[config.mk]
export PLATFORM = sky130hd
export DESIGN_NAME = hdr_block_unpacker
export DESIGN_NICKNAME = d
export VERILOG_FILES = /design/src/rtl/unpack_pkg.sv /design/src/rtl/hdr_code_map.sv /design/src/rtl/rd_ptr_gen.sv /design/src/rtl/dw_builder.sv /design/src/rtl/hdr_block_unpacker.sv
export SDC_FILE = /design/constraint.sdc
export NUM_CORES = 1
export LEC_CHECK = 0
export ABC_CLOCK_PERIOD_IN_PS = 2100
export BUFFER_PORTS_ARGS = -buffer_cell sky130_fd_sc_hd__buf_2
export CAP_MARGIN = 20
export CORE_AREA = 2 2 134 110
export DETAILED_ROUTE_END_ITERATION = 6
export DIE_AREA = 0 0 136 112
export GPL_TIMING_DRIVEN = 0
export PLACE_DENSITY = 0.77
export SLEW_MARGIN = 20
export SYNTH_ARGS = -nofsm -noshare
export SYNTH_HDL_FRONTEND = slang
export SYNTH_SLANG_ARGS = --single-unit
[constraint.sdc]
create_clock -name clk -period 2.1 [get_ports clk]
set_input_delay 0.105 -clock clk [delete_from_list [all_inputs] [get_ports clk]]
set_output_delay 0.105 -clock clk [all_outputs]
set_load 0.01 [all_outputs]
[src/rtl/unpack_pkg.sv]
// Package: shared types for the header-driven block decompressor.
// Assumes block-state codes are fixed by the directory entry format.
package unpack_pkg;

    // Block-state values carried in the directory entry
    localparam logic [1:0] BLK_SCHEME_A = 2'b00;
    localparam logic [1:0] BLK_SCHEME_B = 2'b01;
    localparam logic [1:0] BLK_RAW      = 2'b10;
    localparam logic [1:0] BLK_ZERO     = 2'b11;

    // How one double-word is assembled from payload words
    typedef enum logic [2:0] {
        DW_ZERO,   // no payload, all zero
        DW_LOW,    // one word into the low half
        DW_DUP,    // one word into both halves
        DW_HIGH,   // one word into the high half
        DW_FULL    // two words, first is the high half
    } dw_kind_e;

    // Sequencer states
    typedef enum logic [2:0] {
        SQ_IDLE,
        SQ_DECODE,
        SQ_REQ,
        SQ_WAIT,
        SQ_EMIT
    } seq_state_e;

endpackage

[src/rtl/hdr_code_map.sv]
// Module: hdr_code_map
// Turns a block state and one 2-bit header code into an assembly kind.
// Purely combinational; assumes the code is already aligned to the
// double-word being decoded.
module hdr_code_map
    import unpack_pkg::*;
(
    input  logic [1:0] blk_state,
    input  logic [1:0] code,
    output dw_kind_e   kind
);

    // Per-code meaning under the selected table
    always_comb begin
        kind = DW_ZERO;
        case (blk_state)
            BLK_ZERO: kind = DW_ZERO;
            BLK_RAW:  kind = DW_FULL;
            default: begin
                case (code)
                    2'b00: kind = DW_ZERO;
                    2'b01: kind = DW_LOW;
                    2'b10: kind = (blk_state == BLK_SCHEME_A) ? DW_DUP : DW_HIGH;
                    default: kind = DW_FULL;
                endcase
            end
        endcase
    end

endmodule

[src/rtl/rd_ptr_gen.sv]
// Module: rd_ptr_gen
// Payload byte pointer: loaded from the locator scaled to its alignment,
// stepped by one word each time a read is accepted.
// Assumes load and advance are never high together.
module rd_ptr_gen #(
    parameter int LOC_W    = 32,
    parameter int ALIGN_SH = 3,
    parameter int STEP     = 4,
    localparam int ADDR_W  = LOC_W + ALIGN_SH
) (
    input  logic              clk,
    input  logic              rst_n,
    input  logic              load,
    input  logic [LOC_W-1:0]  base_loc,
    input  logic              advance,
    output logic [ADDR_W-1:0] addr
);

    localparam logic [ADDR_W-1:0] STEP_V = ADDR_W'(STEP);

    // Pointer register
    always_ff @(posedge clk) begin
        if (!rst_n) begin
            addr <= '0;
        end else if (load) begin
            addr <= {base_loc, {ALIGN_SH{1'b0}}};
        end else if (advance) begin
            addr <= addr + STEP_V;
        end
    end

    p_no_double_cmd_r2: assert property (@(posedge clk) disable iff (!rst_n)
        !(load && advance));

endmodule

[src/rtl/dw_builder.sv]
// Module: dw_builder
// Captures up to two payload words and forms the 64-bit double-word
// according to the assembly kind. Assumes the kind is stable while
// the double-word is being emitted.
module dw_builder
    import unpack_pkg::*;
#(
    parameter int WORD_W = 32,
    localparam int DW_W  = 2 * WORD_W
) (
    input  logic              clk,
    input  logic              rst_n,
    input  logic              cap_en,
    input  logic              cap_second,
    input  logic [WORD_W-1:0] cap_word,
    input  dw_kind_e          kind,
    output logic [DW_W-1:0]   dword
);

    logic [WORD_W-1:0] first_q;
    logic [WORD_W-1:0] second_q;

    // Capture of returned payload words
    always_ff @(posedge clk) begin
        if (!rst_n) begin
            first_q  <= '0;
            second_q <= '0;
        end else if (cap_en) begin
            if (cap_second) second_q <= cap_word;
            else            first_q  <= cap_word;
        end
    end

    // Placement of captured words into the double-word
    always_comb begin
        case (kind)
            DW_LOW:  dword = {{WORD_W{1'b0}}, first_q};
            DW_DUP:  dword = {first_q, first_q};
            DW_HIGH: dword = {first_q, {WORD_W{1'b0}}};
            DW_FULL: dword = {first_q, second_q};
            default: dword = '0;
        endcase
    end

endmodule

[src/rtl/hdr_block_unpacker.sv]
// Module: hdr_block_unpacker (top)
// Rebuilds a block of DW_PER_BLK double-words from its compressed image.
// Sequence per double-word: decode the header code, fetch 0..2 payload
// words one at a time, then offer the result on the output stream.
// Assumes a read response arrives at least one cycle after acceptance and
// only while a read is outstanding.
module hdr_block_unpacker
    import unpack_pkg::*;
#(
    parameter int LOC_W      = 32,
    parameter int ALIGN_SH   = 3,
    parameter int WORD_W     = 32,
    parameter int DW_PER_BLK = 16
) (
    input  logic                       clk,
    input  logic                       rst_n,
    input  logic                       start_valid,
    output logic                       start_ready,
    input  logic [LOC_W-1:0]           start_locator,
    input  logic [1:0]                 start_state,
    input  logic [2*DW_PER_BLK-1:0]    start_header,
    output logic                       mem_req_valid,
    input  logic                       mem_req_ready,
    output logic [LOC_W+ALIGN_SH-1:0]  mem_req_addr,
    input  logic                       mem_rsp_valid,
    input  logic [WORD_W-1:0]          mem_rsp_data,
    output logic                       out_valid,
    input  logic                       out_ready,
    output logic [2*WORD_W-1:0]        out_data,
    output logic                       out_last
);

    localparam int HDR_W  = 2 * DW_PER_BLK;
    localparam int IDX_W  = (DW_PER_BLK > 1) ? $clog2(DW_PER_BLK) : 1;
    localparam int STEP_B = WORD_W / 8;
    localparam logic [IDX_W-1:0] LAST_IDX = IDX_W'(DW_PER_BLK - 1);

    seq_state_e        seq_q;
    logic [1:0]        blk_q;
    logic [HDR_W-1:0]  hdr_q;
    logic [IDX_W-1:0]  idx_q;
    dw_kind_e          kind_q;
    dw_kind_e          kind_next;
    logic              second_q;

    logic start_fire;
    logic req_fire;
    logic rsp_take;

    assign start_ready   = (seq_q == SQ_IDLE);
    assign start_fire    = start_valid && start_ready;
    assign mem_req_valid = (seq_q == SQ_REQ);
    assign req_fire      = mem_req_valid && mem_req_ready;
    assign rsp_take      = (seq_q == SQ_WAIT) && mem_rsp_valid;
    assign out_valid     = (seq_q == SQ_EMIT);
    assign out_last      = out_valid && (idx_q == LAST_IDX);

    hdr_code_map u_map (
        .blk_state (blk_q),
        .code      (hdr_q[HDR_W-1 -: 2]),
        .kind      (kind_next)
    );

    rd_ptr_gen #(
        .LOC_W    (LOC_W),
        .ALIGN_SH (ALIGN_SH),
        .STEP     (STEP_B)
    ) u_ptr (
        .clk      (clk),
        .rst_n    (rst_n),
        .load     (start_fire),
        .base_loc (start_locator),
        .advance  (req_fire),
        .addr     (mem_req_addr)
    );

    dw_builder #(
        .WORD_W (WORD_W)
    ) u_build (
        .clk        (clk),
        .rst_n      (rst_n),
        .cap_en     (rsp_take),
        .cap_second (second_q),
        .cap_word   (mem_rsp_data),
        .kind       (kind_q),
        .dword      (out_data)
    );

    // Block sequencer: decode, fetch, emit for each double-word
    always_ff @(posedge clk) begin
        if (!rst_n) begin
            seq_q    <= SQ_IDLE;
            blk_q    <= BLK_ZERO;
            hdr_q    <= '0;
            idx_q    <= '0;
            kind_q   <= DW_ZERO;
            second_q <= 1'b0;
        end else begin
            case (seq_q)
                SQ_IDLE: begin
                    if (start_valid) begin
                        blk_q <= start_state;
                        hdr_q <= start_header;
                        idx_q <= '0;
                        seq_q <= SQ_DECODE;
                    end
                end
                SQ_DECODE: begin
                    kind_q   <= kind_next;
                    second_q <= 1'b0;
                    seq_q    <= (kind_next == DW_ZERO) ? SQ_EMIT : SQ_REQ;
                end
                SQ_REQ: begin
                    if (mem_req_ready) seq_q <= SQ_WAIT;
                end
                SQ_WAIT: begin
                    if (mem_rsp_valid) begin
                        if (kind_q == DW_FULL && !second_q) begin
                            second_q <= 1'b1;
                            seq_q    <= SQ_REQ;
                        end else begin
                            seq_q <= SQ_EMIT;
                        end
                    end
                end
                SQ_EMIT: begin
                    if (out_ready) begin
                        if (idx_q == LAST_IDX) begin
                            seq_q <= SQ_IDLE;
                        end else begin
                            idx_q <= idx_q + 1'b1;
                            hdr_q <= hdr_q << 2;
                            seq_q <= SQ_DECODE;
                        end
                    end
                end
                default: seq_q <= SQ_IDLE;
            endcase
        end
    end

    p_busy_blocks_start_r1: assert property (@(posedge clk) disable iff (!rst_n)
        out_valid |-> !start_ready);

    p_req_hold_r11: assert property (@(posedge clk) disable iff (!rst_n)
        mem_req_valid && !mem_req_ready |=> mem_req_valid && $stable(mem_req_addr));

    p_rsp_when_waiting_r11: assert property (@(posedge clk) disable iff (!rst_n)
        mem_rsp_valid |-> (seq_q == SQ_WAIT));

    p_zero_block_no_read_r9: assert property (@(posedge clk) disable iff (!rst_n)
        (blk_q == BLK_ZERO && seq_q != SQ_IDLE) |-> !mem_req_valid);

    p_out_hold_r10: assert property (@(posedge clk) disable iff (!rst_n)
        out_valid && !out_ready |=> out_valid && $stable(out_data) && $stable(out_last));

endmodule

==> results.cfg <==
[clock_network]
cts_made_buffers = 17
cts-root-buf = clkbuf_16
cts_tree = built
clk_latency_ns = 0.41
clk_pin_slew_ns = 0.06
clock_path_buffers = 2
htree_levels = 4
clock-sinks = 142

[critical_path]
r2r-start = u_ptr.addr[2]
critPathKind = register to register
max_stage_delay_ns = 0.50
critPathBufInv = 0
crit_start = u_ptr.addr[2]
cp_max_fo = 6
start_kind = register
r2r-end = u_ptr.addr[34]
path_cells = ha_1 -> nand3_1 -> nor3_4 -> nand3_2 -> or4_4 -> o211ai_2
worst_setup_path_end_kind = register
reg2reg_slack_ns = 0.06
path_depth = 6
critPathTopFamily = simple AND/OR/NAND/NOR gates
slowest_stage = or4_4
arrival_ns = 2.38
cp-endpoint = u_ptr.addr[34]
reg2reg_depth = 6
crit_required_ns = 2.44

[yosys]
synthDistinctLibCells = 61
yosysSeqAreaShare_pct = 41.87
async_flop_share_pct = 0
syn_avg_cell_area_sq_um = 8.170
syn-instance-count = 831
synth_area_sq_um = 6789
synth-seq-cells = 142
synth_ff_type = dfxtp_1
synth_edf_count = 0
yosysWarnings = 0

[layout]
layout.cells.non_filler = 1310
final-seq-area_sq_um = 2843
final_nets = 1221
drive_above_1_share_pct = 26.11
mostFrequentLayoutCell = buf_2
diodes = 0
layout_common_cells = buf_2 (226), nand2_1 (165), dfxtp_1 (142)
syn2layout_area_growth_pct = 36.79
fillCellCount = 1200
fin_area_sq_um = 9286
multi_input_area_sq_um = 3645

[global_route]
grt_max_degree = 17
overflow = 0
grt_pass1_vias = 6905
grt_pass1_wl_microns = 34590
grt.total_usage_pct = 28.88
antenna_found_initial = 0

[power]
p_per_area_nw_per_um2 = 847.1
leakage_nw = 3.839
peakVddDrop_mv = 0.6674

[route]
post-route-drc-count = 0
ant_nets = 0
drt_pass1_iterations = 5
drtIter0Drc = 622
avgRoutedWirePerCell_microns = 16.94
routed_wl_microns = 22190
viasPerCell = 5.586
dr_total_vias = 7318

[sta]
timing.slew.headroom_pct = 48.70
rsz0062_at_grt = true
finClkSkew_ns = 0.01102
setup_tns_ns = 0
hold_violations = 0
fin_crit_ns = 2.038
holdWs_ns = 0.01978
worst_pin_slew_ns = 0.7695
timing.final.ws_setup_ns = 0.06194
drv_slew = 0
setup_viol = 0
max_freq_mhz = 490.7
timing.final.crit_share_pct = 97.05

[run_status]
status = completed

[place]
numPortBuffers = 204
place_congestion = 0.8697
place_inst = 1220
place_area_sq_um = 8044
dp_hpwl_microns = 15240
place_ws_ns = 0.07158

[hold_path]
holdPathStages = 3
hp-class = primary input to register

[floorplan]
core_area_sq_um = 13960
die-width_microns = 136
fp-row-count = 39
start_util_pct = 48.65
die_h_microns = 112
die_area_sq_um = 15230
ioPinCount = 207

[flow_run]
drv_cap = 0
==> worst reg2reg max path: stages, from the launching register on <==
cell	delay, ns
dfxtp_1	0.39
ha_1	0.21
nand3_1	0.27
nor3_4	0.38
nand3_2	0.14
or4_4	0.50
o211ai_2	0.08
==> routing by layer <==
layer	routed length [microns]	global-route usage (%)
met5	0	0
met4	419	11.18
met3	1811	5.282
met2	10110	45.33
met1	9844	39.45
==> final cells by class <==
type,instances,share of cell area (%)
multi-input combinational,614,39.25
sequential,142,30.61
timing repair buffer,264,17.35
clock buffer,20,5.026
buffer,66,3.395
tap,184,2.479
clock inverter,10,1.482
inverter,10,0.4042
==> registers in the layout, indices dropped and copies added (netlist names) <==
signal	count
kind_q	3
u_ptr.addr	33
second_q	1
idx_q	4
blk_q	2
hdr_q	32
u_build.first_q	32
seq_q	3
u_build.second_q	32
==> timing repair <==
action                                 4_1_cts  5_1_grt
pin swaps                                    0        2
buffers inserted                             0        4
setup endpoints to repair                   60      121
hold buffers                                56        0
gates resized for setup                     11       12
endpoints found under the hold margin       88        0
==> power by group <==
group | total (mW) | internal [mW] | switching [mW] | leakage [nW]
Combinational | 1.61 | 0.658 | 0.955 | 2.39
Clock | 3.11 | 1.95 | 1.16 | 0.294
Sequential | 3.15 | 2.93 | 0.223 | 1.16
Total | 7.87 | 5.53 | 2.33 | 3.84
==> cell families (layout without fill, tap and decap cells) <==
logic type | after synthesis | in the layout | synth area share, %
compound gates | 219 | 219 | 21.18
xor+xnor | 17 | 17 | 2.193
fa+ha+maj | 2 | 2 | 0.3685
buf+inv | 76 | 370 | 4.866
flops | 142 | 142 | 41.87
mux | 34 | 34 | 5.050
other cells | 1 | 2 | 0.05524
simple gates | 340 | 340 | 24.42
==> synthesized netlist by cell type, drive strengths merged, types with 3 or more instances <==
| master | number | area, sq um |
|---|---|---|
| a22o | 32 | 280.3 |
| xor2 | 12 | 105.1 |
| a21oi | 89 | 445.4 |
| a31oi | 7 | 43.79 |
| inv | 10 | 37.54 |
| o22ai | 7 | 43.79 |
| nor4 | 3 | 33.78 |
| a2bb2oi | 3 | 26.28 |
| buf | 29 | 153.9 |
| nor2 | 57 | 221.5 |
| and2 | 4 | 25.02 |
| o21a | 3 | 22.52 |
| xnor2 | 5 | 43.79 |
| and3 | 9 | 56.30 |
| clkbuf | 37 | 138.9 |
| nand4 | 18 | 127.6 |
| nand3 | 26 | 135.1 |
| o21ai | 14 | 70.06 |
| dfxtp | 142 | 2843 |
| mux2i | 32 | 320.3 |
| a211oi | 35 | 262.8 |
| nor3b | 3 | 22.52 |
| a32oi | 3 | 26.28 |
| a22oi | 12 | 90.09 |
| nand2 | 165 | 619.3 |
| nor3 | 12 | 102.6 |
| o211ai | 4 | 35.03 |
| nor2b | 32 | 200.2 |
==> how the worst min path moves through the flow <==
stage                      startpoint        endpoint  slack, ns
detailed placement     start_state[0]        blk_q[0]       0.33
CTS                 start_locator[23]  u_ptr.addr[26]      0.008
floorplan              start_state[1]        blk_q[1]       0.23
global placement       start_state[0]        blk_q[0]       0.32
finish              start_locator[25]  u_ptr.addr[28]       0.02
global route        start_locator[13]  u_ptr.addr[16]       0.03
==> stage by stage <==
| stage | power (mW) | util, % |
|---|---|---|
| floorplan | 4.098 | - |
| global placement | 4.621 | 57.64 |
| detailed placement | 4.651 | 57.64 |
| CTS | 7.843 | 66.13 |
| global route | 8.185 | 66.54 |
| finish | 7.866 | 66.54 |
Power figures use the tool's default switching activity.
